File: config.mk
export PLATFORM = sky130hd
export DESIGN_NAME = sm_core
export DESIGN_NICKNAME = d
export VERILOG_FILES = /design/src/rtl/sm_pkg.sv /design/src/rtl/sm_alu.sv /design/src/rtl/sm_tos.sv /design/src/rtl/sm_spill.sv /design/src/rtl/sm_core.sv
export SDC_FILE = /design/constraint.sdc
export NUM_CORES = 1
export LEC_CHECK = 0
export BUFFER_PORTS_ARGS = -buffer_cell sky130_fd_sc_hd__buf_4
export CAP_MARGIN = 20
export CORE_MARGIN = 5
export CORE_UTILIZATION = 56
export DETAILED_ROUTE_END_ITERATION = 16
export GPL_ROUTABILITY_DRIVEN = 0
export PLACE_DENSITY = 0.79
export SYNTH_ARGS = -nofsm -noshare
export SYNTH_HDL_FRONTEND = slang
export SYNTH_SLANG_ARGS = --single-unit
export TNS_END_PERCENT = 20
File: constraint.sdc
create_clock -name clk -period 5.7 [get_ports clk]
set_clock_uncertainty 0.05 [all_clocks]
set_input_delay 1.14 -clock clk [delete_from_list [all_inputs] [get_ports clk]]
set_output_delay 1.14 -clock clk [all_outputs]
set_load 0.01 [all_outputs]
File: src/rtl/sm_pkg.sv
package sm_pkg;
  localparam int ADDR_W = 16;

  localparam logic [7:0] OP_PUSH = 8'h01;
  localparam logic [7:0] OP_POP  = 8'h02;
  localparam logic [7:0] OP_ADD  = 8'h10;
  localparam logic [7:0] OP_SUB  = 8'h11;
  localparam logic [7:0] OP_HALT = 8'hFF;

  typedef enum logic [3:0] {
    S_PRIME, S_OP, S_A0, S_A1, S_PW, S_PD, S_FW, S_FD, S_EX, S_HALT
  } sm_state_e;

  typedef enum logic [2:0] {
    TC_NONE, TC_PUSH, TC_POP, TC_BIN, TC_FILL, TC_SPILL
  } tos_cmd_e;
endpackage

File: src/rtl/sm_alu.sv
module sm_alu #(
  parameter int DW = 16
) (
  input  logic [DW-1:0] a,
  input  logic [DW-1:0] b,
  input  logic          sub,
  output logic [DW-1:0] y
);
  // a is the entry below the top, b is the top entry
  always_comb begin
    if (sub) y = a - b;
    else     y = a + b;
  end
endmodule

File: src/rtl/sm_tos.sv
module sm_tos import sm_pkg::*; #(
  parameter int DW = 16
) (
  input  logic          clk,
  input  logic          rst,
  input  tos_cmd_e      cmd,
  input  logic [DW-1:0] din,
  output logic [DW-1:0] top,
  output logic [DW-1:0] nxt,
  output logic [1:0]    vcnt
);
  always_ff @(posedge clk) begin
    if (rst) begin
      top  <= '0;
      nxt  <= '0;
      vcnt <= 2'd0;
    end else begin
      case (cmd)
        TC_PUSH: begin
          if (vcnt != 2'd0) nxt <= top;
          top  <= din;
          vcnt <= (vcnt == 2'd2) ? 2'd2 : vcnt + 2'd1;
        end
        TC_POP: begin
          top <= nxt;
          if (vcnt != 2'd0) vcnt <= vcnt - 2'd1;
        end
        TC_BIN: begin
          top  <= din;
          vcnt <= 2'd1;
        end
        TC_FILL: begin
          if (vcnt == 2'd0) begin
            top  <= din;
            vcnt <= 2'd1;
          end else begin
            nxt  <= din;
            vcnt <= 2'd2;
          end
        end
        TC_SPILL: vcnt <= 2'd1;
        default: ;
      endcase
    end
  end
endmodule

File: src/rtl/sm_spill.sv
module sm_spill import sm_pkg::*; #(
  parameter int                SPILL_DEPTH = 16,
  parameter logic [ADDR_W-1:0] SPILL_BASE  = 16'hFF00,
  localparam int               CW          = $clog2(SPILL_DEPTH + 1)
) (
  input  logic              clk,
  input  logic              rst,
  input  logic              inc,
  input  logic              dec,
  output logic [CW-1:0]     cnt,
  output logic              full,
  output logic              empty,
  output logic [ADDR_W-1:0] wr_addr,
  output logic [ADDR_W-1:0] rd_addr
);
  always_ff @(posedge clk) begin
    if (rst)      cnt <= '0;
    else if (inc) cnt <= cnt + CW'(1);
    else if (dec) cnt <= cnt - CW'(1);
  end

  assign full    = (cnt == CW'(SPILL_DEPTH));
  assign empty   = (cnt == '0);
  assign wr_addr = SPILL_BASE + ADDR_W'(cnt);
  assign rd_addr = SPILL_BASE + ADDR_W'(cnt) - ADDR_W'(1);
endmodule

File: src/rtl/sm_core.sv
module sm_core import sm_pkg::*; #(
  parameter int                DW          = 16,
  parameter int                SPILL_DEPTH = 16,
  parameter logic [ADDR_W-1:0] SPILL_BASE  = 16'hFF00
) (
  input  logic              clk,
  input  logic              rst,
  output logic [ADDR_W-1:0] imem_addr,
  input  logic [7:0]        imem_rdata,
  output logic [ADDR_W-1:0] dmem_addr,
  output logic              dmem_we,
  output logic              dmem_re,
  output logic [DW-1:0]     dmem_wdata,
  input  logic [DW-1:0]     dmem_rdata,
  output logic              halted,
  output logic              underflow,
  output logic              overflow
);
  localparam int CW = $clog2(SPILL_DEPTH + 1);

  sm_state_e         state_q, nstate;
  logic [ADDR_W-1:0] pc_q;
  logic [7:0]        op_q, lo_q;

  tos_cmd_e          tcmd;
  logic [DW-1:0]     tdin, tos_top, tos_nxt;
  logic [1:0]        tos_vcnt;

  logic              sp_inc, sp_dec, sp_full, sp_empty;
  logic [CW-1:0]     sp_cnt;
  logic [ADDR_W-1:0] sp_wr_addr, sp_rd_addr;

  logic              alu_sub;
  logic [DW-1:0]     alu_y;

  logic              m_we, m_re;
  logic [ADDR_W-1:0] m_addr;
  logic [DW-1:0]     m_wdata;
  logic              set_uf, set_of;
  logic [31:0]       entries;
  logic [1:0]        need_fd;

  sm_tos #(.DW(DW)) u_tos (
    .clk(clk), .rst(rst), .cmd(tcmd), .din(tdin),
    .top(tos_top), .nxt(tos_nxt), .vcnt(tos_vcnt)
  );

  sm_spill #(.SPILL_DEPTH(SPILL_DEPTH), .SPILL_BASE(SPILL_BASE)) u_spill (
    .clk(clk), .rst(rst), .inc(sp_inc), .dec(sp_dec), .cnt(sp_cnt),
    .full(sp_full), .empty(sp_empty), .wr_addr(sp_wr_addr), .rd_addr(sp_rd_addr)
  );

  sm_alu #(.DW(DW)) u_alu (
    .a(tos_nxt), .b(tos_top), .sub(alu_sub), .y(alu_y)
  );

  assign alu_sub   = (state_q == S_EX) ? (op_q == OP_SUB) : (imem_rdata == OP_SUB);
  assign entries   = 32'(tos_vcnt) + 32'(sp_cnt);
  assign need_fd   = (op_q == OP_POP) ? 2'd1 : 2'd2;
  assign imem_addr = pc_q;

  always_comb begin
    nstate  = state_q;
    tcmd    = TC_NONE;
    tdin    = dmem_rdata;
    sp_inc  = 1'b0;
    sp_dec  = 1'b0;
    m_we    = 1'b0;
    m_re    = 1'b0;
    m_addr  = dmem_addr;
    m_wdata = dmem_wdata;
    set_uf  = 1'b0;
    set_of  = 1'b0;
    case (state_q)
      S_PRIME: nstate = S_OP;
      S_OP: begin
        case (imem_rdata)
          OP_PUSH: begin
            if (tos_vcnt == 2'd2) begin
              if (sp_full) begin
                set_of = 1'b1;
                nstate = S_HALT;
              end else begin
                m_we    = 1'b1;
                m_addr  = sp_wr_addr;
                m_wdata = tos_nxt;
                sp_inc  = 1'b1;
                tcmd    = TC_SPILL;
                nstate  = S_A0;
              end
            end else begin
              nstate = S_A0;
            end
          end
          OP_POP: begin
            if (tos_vcnt != 2'd0) begin
              nstate = S_A0;
            end else if (!sp_empty) begin
              m_re   = 1'b1;
              m_addr = sp_rd_addr;
              sp_dec = 1'b1;
              nstate = S_FW;
            end else begin
              set_uf = 1'b1;
              nstate = S_HALT;
            end
          end
          OP_ADD, OP_SUB: begin
            if (tos_vcnt == 2'd2) begin
              tcmd   = TC_BIN;
              tdin   = alu_y;
              nstate = S_OP;
            end else if (entries >= 32'd2) begin
              m_re   = 1'b1;
              m_addr = sp_rd_addr;
              sp_dec = 1'b1;
              nstate = S_FW;
            end else begin
              set_uf = 1'b1;
              nstate = S_HALT;
            end
          end
          default: nstate = S_HALT;
        endcase
      end
      S_A0: nstate = S_A1;
      S_A1: begin
        if (op_q == OP_PUSH) begin
          m_re   = 1'b1;
          m_addr = {imem_rdata, lo_q};
          nstate = S_PW;
        end else begin
          m_we    = 1'b1;
          m_addr  = {imem_rdata, lo_q};
          m_wdata = tos_top;
          tcmd    = TC_POP;
          nstate  = S_OP;
        end
      end
      S_PW: nstate = S_PD;
      S_PD: begin
        tcmd   = TC_PUSH;
        tdin   = dmem_rdata;
        nstate = S_OP;
      end
      S_FW: nstate = S_FD;
      S_FD: begin
        tcmd = TC_FILL;
        tdin = dmem_rdata;
        if ((tos_vcnt + 2'd1) < need_fd) begin
          m_re   = 1'b1;
          m_addr = sp_rd_addr;
          sp_dec = 1'b1;
          nstate = S_FW;
        end else begin
          nstate = (op_q == OP_POP) ? S_A0 : S_EX;
        end
      end
      S_EX: begin
        tcmd   = TC_BIN;
        tdin   = alu_y;
        nstate = S_OP;
      end
      default: nstate = S_HALT;
    endcase
  end

  always_ff @(posedge clk) begin
    if (rst) begin
      state_q    <= S_PRIME;
      pc_q       <= '0;
      op_q       <= '0;
      lo_q       <= '0;
      dmem_addr  <= '0;
      dmem_we    <= 1'b0;
      dmem_re    <= 1'b0;
      dmem_wdata <= '0;
      halted     <= 1'b0;
      underflow  <= 1'b0;
      overflow   <= 1'b0;
    end else begin
      state_q    <= nstate;
      if (nstate == S_OP || nstate == S_A0 || nstate == S_A1) pc_q <= pc_q + ADDR_W'(1);
      if (state_q == S_OP) op_q <= imem_rdata;
      if (state_q == S_A0) lo_q <= imem_rdata;
      dmem_we    <= m_we;
      dmem_re    <= m_re;
      dmem_addr  <= m_addr;
      dmem_wdata <= m_wdata;
      if (nstate == S_HALT) halted <= 1'b1;
      if (set_uf) underflow <= 1'b1;
      if (set_of) overflow <= 1'b1;
    end
  end
endmodule

==> impl_results.md, run 1 <==
- Post-place instance area: 0.00749 mm2
- Gr usage total: 25.6%
- PD cells: 242 mW/mm2
- Largest net degree at the start of global routing: 80
- Post-cts sizing count: 0
- Worst Path Max Fanout: 12
- Worst rel slew slack: 33.5%
- Hold Path Origin: op_q[5]$_SDFFE_PP0P_
- Global route overflow: 0
- CTS sink count: 112
- Avg Cell Area, Syn: 7.95 um2
- H-tree Lvls: 3
- Max-slew violation count: 0
- Final hold slack: 0.404 ns
- Longest Clk Path Bufs: 2
- Post-synth ARST share: 0%
- Synth Flop Type: dfxtp_1
- Non-filler cells, final: 1,077
- CTS root buf: clkbuf_16
- Initial Util: 57.2%
- Setup Buffers After CTS: 0
- Final Hold Vio Count: 0
- Switching Fraction: 28.5%
- Crit path launch: imem_rdata[2]
- Highest metal used: met4
- Syn Std Cell Area: 0.00690 mm2
- Via count: 6,495
- Peak supply drop: 0.252 mV
- WHS Endpoint: op_q[5]$_SDFFE_PP0P_
- DIE AREA: 0.0146 mm2
- Int Power: 1.36 mW
- YS warnings: 0
- Power, Total: 1.89 mW
- Crit end category: register
- EDFF count, synth: 0
- Switching power: 0.539 mW
- Worst EP arrival: 4.75 ns
- DR pass1 iterations: 5
- Synth area leaders: dfxtp_1 32%, nand2_1 7.8%, a21oi_1 5.1%
- Yosys top cell area share: 32.5%
- Die width: 121 um
- Post-synthesis cell type count: 87
- Hold path depth: 2
- Origin of the critical flop-to-flop path: state_q[2]$_SDFF_PP0_
- # rows: 40
- Yosys top cell by area: dfxtp_1
- Share of layout cells above drive strength 1: 17.5%
- Antenna violations before repair: 0
- Combinational power share: 19.6%
- Synth Register Bits: 112
- Remaining DRCs: 0
- R2R cell count: 12
- IO buf count: 78
- Internal reg-to-reg setup slack: 1.25 ns
- Io pins: 79
- Clock share of power: 37.1%
- Antenna cell count: 0
- Critical path data required time: 5.88 ns
- Final period util: 80.1%
- Utilization after layout: 64.9%
- Clock latency on the worst-skew pair: 0.37 ns
- Syn nets: 924
- Met1 WL: 8040 um
- Critical Path Start Type: primary input
- Total Nets Final: 960
- Filler cells: 1,059
- Final setup fails: 0
- Seq/Total Area, Yosys: 32.5%
- Initial DRC Count: 683
- Setup ws final: 1.14 ns
- RSZ-0062 raised after global routing: false
- Fin area: 0.00783 mm2
- Fin crit period: 4.56 ns
- Flop pwr share: 43.3%
- Cells after synthesis: 868
- Met3 WL: 1490 um
- Reg2reg end: u_tos.top[13]$_SDFFE_PP0P_
- CP max stage cell: or4_4
- Hold Path Class: reg -> reg
- Routed WL: 18,400 um
- Crit-path cells: buf_4, or4_4, nor3_4, a31oi_1, buf_4, o31ai_1, xor2_1, ha_1, a2111o_1, o21ai_0, a21oi_1, a2111oi_0, o31ai_1
- Placed Cells: 1,060
- Post-route ant nets: 0
- CTS tree: yes
- Leak Pwr: 2.96 nW
- Met2 wire length: 8470 um
- Worst slack at placement: 0.862 ns
- First-pass GRT wire length: 30,600 um
- Vias per cell: 6.03
- Post-DP HPWL: 12,800 um
- Fmax: 219 MHz
- Status: completed
- Critical Path Max Stage Delay: 0.60 ns
- Vias in the first global route: 6,097
- Drt wl/cell: 17.1 um
- Area Overhead vs Synth: 13.5%
- Die span in y: 121 um
- Cts hold-fix bufs: 0
- Critical path type: in -> reg
- Clock slew at reported path FFs: 0.07 ns
- CTS Buf Count: 9
- Core area: 0.0121 mm2
- Max_cap viols: 0
- Measured slew at the worst slew-check pin: 0.997 ns
- Setup TNS: 0 ns
[power by group through the flow]
stage,clock network [mW],logic (mW),registers (mW)
2_1_floorplan,0,0.291,0.830
3_5_place_dp,0,0.365,0.837
3_3_place_gp,0,0.362,0.836
6_report,0.703,0.371,0.819
4_1_cts,0.716,0.367,0.818
5_1_grt,0.746,0.412,0.823
[worst max-delay path by stage]
stage | to | slack [ns] | cells past startpoint
after global routing | u_tos.top[13]$_SDFFE_PP0P_ | 0.83 | 13
after detailed placement | u_tos.top[13]$_SDFFE_PP0P_ | 0.86 | 13
after CTS | u_tos.top[13]$_SDFFE_PP0P_ | 1.22 | 13
after global placement | u_tos.top[13]$_SDFFE_PP0P_ | 0.90 | 13
final | u_tos.top[13]$_SDFFE_PP0P_ | 1.14 | 13
after floorplan | u_tos.top[12]$_SDFFE_PP0P_ | 1.25 | 14
[cells in the mapped netlist (15+ instances only)]
cell	number
nor3_1	15
a211oi_1	15
ha_1	27
dfxtp_1	112
nor2_1	92
nand3_1	20
inv_1	26
o21ai_0	25
a21oi_1	70
a311oi_1	27
clkbuf_1	44
nand2_1	143
[final cells by class]
class	count	area, um2	area share (%)
clock buffers	10	239	3.05
clock inverters	6	91.3	1.17
inverters	26	97.6	1.25
flip-flops and latches	112	2240	28.6
repair buffers	90	683	8.72
well taps	168	210	2.68
multi-input cells	665	4270	54.5
[sequential cells by signal, summed over array words and instances, names as in the netlist]
signal / count
dmem_addr: 16
dmem_wdata: 16
imem_addr: 16
u_tos.nxt: 16
u_tos.top: 16
lo_q: 8
op_q: 8
u_spill.cnt: 5
state_q: 4
u_tos.vcnt: 2
dmem_re: 1
dmem_we: 1
halted: 1
overflow: 1
underflow: 1
[cell families (layout without fill, tap and decap cells)]
kind of cell	Yosys count	after routing	share of synthesized area (%)
buffers and inverters	91	132	6.04
AND/OR/NAND/NOR	352	352	24.9
flip-flops	112	112	32.5
AO/OA/AOI/OAI	236	236	23.9
XOR/XNOR	27	27	3.43
multiplexers	20	20	3.44
adder cells (fa/ha/maj)	30	30	5.77
[per-layer routing]
metal,vias to the layer above,global-route usage (%)
met2,248,41.1
met3,30,7.13
met4,0,8.29
li1,3205,-
met1,3012,33.3
met5,-,0
[critical path: cells and delay by family]
family	cells	cell delay, ns
xor+xnor	1	0.18
simple gates	2	0.91
buf+inv	2	0.34
compound gates	7	1.87
fa+ha+maj	1	0.31
[cell usage in the layout (no fill, tap or decap), types with 20 or more instances in the layout]
master,instances
nand3_1,20
dfxtp_1,112
ha_1,27
buf_4,89
inv_1,26
a21oi_1,70
a311oi_1,27
o21ai_0,25
nand2_1,143
nor2_1,92
No activity file was read; power rests on OpenSTA's default activity.
==> run 2: changes to the inputs <==
- ABC_AREA: default -> 1
- clock period: 5.7 -> 4.3 ns (I/O delays scaled with it)
==> impl_results.md, run 2 <==
- Antenna cell count: 0 (unchanged)
- Leak Pwr: 3.63 nW (+23%)
- Die span in y: 122 um (+1.1%)
- IO buf count: 78 (unchanged)
- Final period util: 81.2%
- RSZ-0062 raised after global routing: false
- Max_cap viols: 0 (unchanged)
- Utilization after layout: 63.7% (-1.3 points)
- CTS root buf: clkbuf_16
- DR pass1 iterations: 5 (unchanged)
- R2R cell count: 17 (+5)
- Core area: 0.0125 mm2 (+3.8%)
- Post-synth ARST share: 0% (unchanged)
- Synth Flop Type: dfxtp_1
- Switching power: 0.844 mW (+57%)
- Measured slew at the worst slew-check pin: 1.02 ns (+0.0270 ns)
- Gr usage total: 25.5% (-0.093 points)
- Hold Path Origin: dmem_addr[9]$_SDFFE_PP0P_
- Int Power: 1.77 mW (+31%)
- Most common cell on crit path: nand2_1
- Critical path data required time: 4.50 ns (-1.38 ns)
- Hold path depth: 2 (unchanged)
- Crit-path cells: buf_4, nor2_2, nand2_1, nor2_2, nand2_1, nand2_1, inv_1, nand2_1, xor2_1, ha_1, a21oi_1, o21ai_0, a21oi_1, nand3b_1, nand3_1, nand2_1, a21oi_1, nor2_1
- CTS sink count: 112 (unchanged)
- Avg Cell Area, Syn: 6.58 um2 (-17%)
- Most frequent cells in the layout: 249 x nand2_1, 118 x a21oi_1, 115 x inv_1
- Origin of the critical flop-to-flop path: state_q[1]$_SDFF_PP0_
- Clock share of power: 32.7% (-4.4 points)
- Syn Std Cell Area: 0.00707 mm2 (+2.4%)
- Combinational power share: 24.8% (+5.2 points)
- Buffers & Inverters on Critical Path: 2 (unchanged)
- Initial DRC Count: 740 (+8.3%)
- Seq/Total Area, Yosys: 31.7% (-0.75 points)
- Routed WL: 18,800 um (+2.2%)
- Total Nets Final: 1,179 (+23%)
- Crit path launch: imem_rdata[2]
- Fmax: 286 MHz
- Clock latency on the worst-skew pair: 0.36 ns (about the same)
- Final Hold Vio Count: 0 (unchanged)
- Largest net degree at the start of global routing: 59 (-26%)
- Hold Path Class: reg -> reg
- Cts hold-fix bufs: 0 (unchanged)
- Critical Path Max Stage Delay: 0.34 ns (-0.26 ns)
- Post-DP HPWL: 13,300 um (+4.1%)
- Area Overhead vs Synth: 12.8%
- YS warnings: 0 (unchanged)
- Cells after synthesis: 1,074 (+24%)
- CTS Buf Count: 9 (unchanged)
- Drt wl/cell: 14.4 um (-15%)
- Final setup fails: 0 (unchanged)
- Worst EP arrival: 3.70 ns (-1.05 ns)
- Non-filler cells, final: 1,300 (+21%)
- Switching Fraction: 32.3% (+3.8 points)
- Worst rel slew slack: 31.6% (-1.9 points)
- Vias per cell: 5.44 (-9.8%)
- Post-synthesis cell type count: 44 (-49%)
- Peak supply drop: 0.168 mV (-33%)
- CP delay by family, top: simple AND/OR/NAND/NOR gates
- EDFF count, synth: 0 (unchanged)
- CTS tree: yes
- DIE AREA: 0.0150 mm2 (+2.2%)
- H-tree Lvls: 3 (unchanged)
- Crit end category: register
- Die width: 122 um (+1.1%)
- CP max stage cell: nand2_1
- Placed Cells: 1,284 (+21%)
- Initial Util: 56.4% (-0.77 points)
- Share of layout cells above drive strength 1: 11.7% (-5.8 points)
- Post-cts sizing count: 0 (unchanged)
- Io pins: 79 (unchanged)
- Synth area leaders: dfxtp_1 32%, nand2_1 13%, a21oi_1 8.4%
- Yosys top cell by area: dfxtp_1
- Synth Register Bits: 112 (unchanged)
- Antenna violations before repair: 0 (unchanged)
- Critical path depth: 18 (+5)
- Post-route ant nets: 0 (unchanged)
- Clock slew at reported path FFs: 0.07 ns (about the same)
- Synth cell count leaders: 249 x nand2_1, 118 x a21oi_1, 115 x inv_1
- Yosys top cell area share: 31.7% (-0.75 points)
- Max-slew violation count: 0 (unchanged)
- Fin crit period: 3.49 ns
- Global route overflow: 0 (unchanged)
- Via count: 7,073 (+8.9%)
- Vias in the first global route: 6,380 (+4.6%)
- Remaining DRCs: 0 (unchanged)
- Critical Path Start Type: primary input
- Commonest non-fill, non-tap cell in the layout: nand2_1
- Longest Clk Path Bufs: 2 (unchanged)
- First-pass GRT wire length: 30,900 um (+1.2%)
- Critical path type: in -> reg
- Syn nets: 1,130 (+22%)
- Flop pwr share: 42.5% (-0.8 points)
- Setup Buffers After CTS: 0 (unchanged)
- Status: completed
- Worst Path Max Fanout: 13 (+1)
- Most instantiated library cell after synthesis: nand2_1
- # rows: 41 (+2.5%)
- PD cells: 328 mW/mm2 (+36%)
- Setup TNS: 0 ns (unchanged)
[run 2: tightest hold or removal path, delay by kind of cell, from the launching register on]
kind	cells	cell delay, ns
buf+inv	1	0.04
compound gates	1	0.05
flops	1	0.31
[run 2: power groups by stage]
stage	combinational (mW)	clock, mW	sequential (mW)
6_report	0.649	0.855	1.11
5_1_grt	0.731	0.909	1.12
4_1_cts	0.643	0.861	1.11
3_5_place_dp	0.637	0	1.13
3_3_place_gp	0.629	0	1.13
2_1_floorplan	0.491	0	1.13
[run 2: path summary, 6_finish.rpt]
path,to,slack [ns]
min reg2reg,dmem_addr[9]$_SDFFE_PP0P_,0.40
max reg2reg,u_tos.top[14]$_SDFFE_PP0P_,1.03
min,dmem_addr[9]$_SDFFE_PP0P_,0.40
max,u_tos.top[14]$_SDFFE_PP0P_,0.81
[run 2: per-layer routing]
metal / up-vias / share of wire [%] / global-route usage [%]
li1: 3616 / - / -
met1: 3164 / 46 / 36.9
met2: 265 / 44 / 39.1
met3: 28 / 7.4 / 3.59
met4: 0 / 2.0 / 8.47
met5: - / 0 / 0
[run 2: stage by stage]
stage	instance area, um2	total power, mW	setup WS [ns]	hold WS [ns]
floorplan	7070	1.62	1.13	0.395
global placement	7670	1.76	0.581	0.387
detailed placement	7670	1.77	0.472	0.392
CTS	7970	2.61	0.838	0.403
global route	7970	2.76	0.504	0.428
finish	7970	2.61	0.809	0.401
[run 2: cell type report]
cell class                      count  area (um2)
Inverter                          122         458
Timing Repair Buffer               84         631
Clock inverter                      7        70.1
Sequential cell                   112        2240
Fill cell                        1218        4550
Multi-Input combinational cell    794        4130
Clock buffer                        9         225
Tap cell                          172         215
[run 2: logic make-up (layout without fill, tap and decap cells)]
family,after synthesis,after routing,share of synthesized area (%)
simple gates,464,464,28.5
compound gates,261,261,19.5
buf+inv,168,222,9.86
flops,112,112,31.7
xor+xnor,38,38,4.71
fa+ha+maj,30,30,5.63
mux,1,1,0.142
==> run 3: changes to the inputs <==
- CORE_UTILIZATION: 56 -> 54
- clock period: 4.3 -> 2.85 ns (I/O delays scaled with it)
==> impl_results.md, run 3 (same netlist as run 2, synthesis figures left out) <==
- Busiest grt layer: met2
- CTS tree: yes
- Placed Cells: 1,340 (+4.4%)
- Die span in y: 124 um (+1.7%)
- Measured slew at the worst slew-check pin: 0.833 ns (-0.191 ns)
- Global route overflow: 0 (unchanged)
- Status: complete, but fails checks
- Antenna cell count: 0 (unchanged)
- Drt wl/cell: 15.4 um (+6.4%)
- Post-route ant nets: 0 (unchanged)
- Area Overhead vs Synth: 25.7%
- Worst EP arrival: 3.07 ns (-0.63 ns)
- DIE AREA: 0.0155 mm2 (+3.4%)
- PD cells: 490 mW/mm2 (+49%)
- Hold path depth: 2 (unchanged)
- Worst slack at placement: -0.429 ns (-0.901 ns)
- Fin area: 0.00888 mm2 (+11%)
- Leak Pwr: 4.03 nW (+11%)
- CTS root buf: clkbuf_16
- Hold Path Class: reg -> reg
- RSZ-0062 raised after global routing: true
- Final Hold Vio Count: 0 (unchanged)
- # rows: 41 (unchanged)
- Routed WL: 21,100 um (+12%)
- Final period util: 100%
- Gr usage total: 25.4% (-0.082 points)
- Worst Path Max Fanout: 7 (-6)
- Origin of the critical flop-to-flop path: op_q[0]$_SDFFE_PP0P_
- Worst rel slew slack: 44.3% (+13 points)
- Antenna violations before repair: 0 (unchanged)
- Core area: 0.0127 mm2 (+1.6%)
- Die width: 124 um (+1.7%)
- H-tree Lvls: 3 (unchanged)
- WHS Endpoint: dmem_addr[14]$_SDFFE_PP0P_
- First-pass GRT wire length: 33,200 um (+7.3%)
- Vias per cell: 5.55 (+2.0%)
- CTS sink count: 112 (unchanged)
- DR pass1 iterations: 5 (unchanged)
- Utilization after layout: 69.8% (+6.1 points)
- Grt met2 use: 39.2% (+0.12 points)
- Setup TNS: -0.00924 ns (-0.00924 ns)
- Largest net degree at the start of global routing: 43 (-27%)
- Io pins: 79 (unchanged)
- Peak supply drop: 0.407 mV (+140%)
- Critical path data required time: 3.06 ns (-1.44 ns)
- Setup ws final: -0.00924 ns (-0.818 ns)
- Via count: 7,600 (+7.5%)
- Critical Path Start Type: register
- Internal reg-to-reg setup slack: -0.009 ns (-1.04 ns)
- Final setup fails: 1 (+1)
- Initial Util: 55.5% (-0.91 points)
- Longest Clk Path Bufs: 2 (unchanged)
- Global Route met3 Usage: 6.39% (+2.8 points)
- Reg2reg end: u_tos.nxt[6]$_SDFFE_PP0P_
- Post-place instance area: 0.00812 mm2 (+5.8%)
- IO buf count: 78 (unchanged)
- Fin crit period: 2.86 ns
- CTS Buf Count: 9 (unchanged)
- Met1 usage: 35.4% (-1.5 points)
- Fmax: 350 MHz
- Post-DP HPWL: 14,100 um (+5.8%)
- Max-slew violation count: 0 (unchanged)
- Max_cap viols: 0 (unchanged)
- Crit end category: register
- Violated checks: setup timing
- Critical path type: reg -> reg
- Cts hold-fix bufs: 0 (unchanged)
- Clock slew at reported path FFs: 0.08 ns (about the same)
- Non-filler cells, final: 1,370 (+5.4%)
- Total Nets Final: 1,249 (+5.9%)
- Hold Path Origin: dmem_addr[14]$_SDFFE_PP0P_
- Commonest non-fill, non-tap cell in the layout: nand2_1
- Final hold slack: 0.400 ns (-0.00105 ns)
- Clock latency on the worst-skew pair: 0.37 ns (about the same)
- Share of layout cells above drive strength 1: 23.4% (+12 points)
- Most frequent cells in the layout: 230 x nand2_1, 150 x buf_4, 106 x inv_1
- Remaining DRCs: 0 (unchanged)
- Power, Total: 4.35 mW (+66%)
- Initial DRC Count: 785 (+6.1%)
- Vias in the first global route: 6,880 (+7.8%)
- R2R cell count: 21 (+4)
==> run 3: changes by cell type in the layout (fill, tap and decap cells not counted), sizes merged <==
| cell | delta |
|---|---|
| buf | +69 |
| clkbuf | +2 |
| bufinv | -1 |
==> run 3: layer usage <==
| metal | routed length [um] | up-vias |
|---|---|---|
| met2 | 9570 | 368 |
| met3 | 1920 | 47 |
| met1 | 9000 | 3428 |
| met4 | 559 | 0 |
| li1 | - | 3757 |
| met5 | 0 | - |
==> run 3: how the worst max path moves through the flow <==
stage	to	slack, ns	start	depth (start not counted)
6_report	u_tos.nxt[6]$_SDFFE_PP0P_	-0.009	op_q[0]$_SDFFE_PP0P_	21
5_1_grt	u_tos.nxt[11]$_SDFFE_PP0P_	-0.20	op_q[0]$_SDFFE_PP0P_	20
4_1_cts	u_tos.nxt[6]$_SDFFE_PP0P_	0.003	imem_rdata[7]	21
3_5_place_dp	u_tos.nxt[6]$_SDFFE_PP0P_	-0.43	imem_rdata[7]	21
3_3_place_gp	u_tos.nxt[6]$_SDFFE_PP0P_	-0.35	imem_rdata[7]	21
2_1_floorplan	u_tos.top[13]$_SDFFE_PP0P_	0.001	imem_rdata[2]	19
==> run 3: what timing repair did <==
item	in CTS	in global routing
gates cloned	0	1
buffers inserted	2	11
pin swaps	8	47
endpoints found under the hold margin	0	0
resized for setup	15	89
setup endpoints to repair	14	26
==> run 3: worst max-delay path: stages, from the launching register on <==
cell and delay (ns):
dfxtp_2 0.34, inv_2 0.04, nor2_1 0.10, nand2_1 0.09, nor2_1 0.11, nand2_1 0.11, nand2_4 0.11, buf_12 0.14
inv_4 0.05, nand2_2 0.08, xor2_2 0.22, ha_4 0.25, a21oi_2 0.14, nand2_2 0.10, nand2_1 0.10, nand2_1 0.10
xnor2_1 0.20, nand2_1 0.09, nand3_1 0.08, o21ai_0 0.08, o21ai_1 0.12, inv_1 0.05
==> run 3: area by class of cell <==
class                   instances  area (um2)
clock buffers                  10         229
clock inverters                 6        53.8
fillers                      1107        3840
inverters                     122         465
multi-input cells             794        4460
flip-flops and latches        112        2250
well taps                     172         215
repair buffers                154        1200
==> run 3: where the power goes <==
group | internal, mW | switching [mW] | leakage (nW)
registers | 1.62 | 0.0578 | 0.912
logic | 0.617 | 0.801 | 2.99
clock network | 0.609 | 0.644 | 0.135
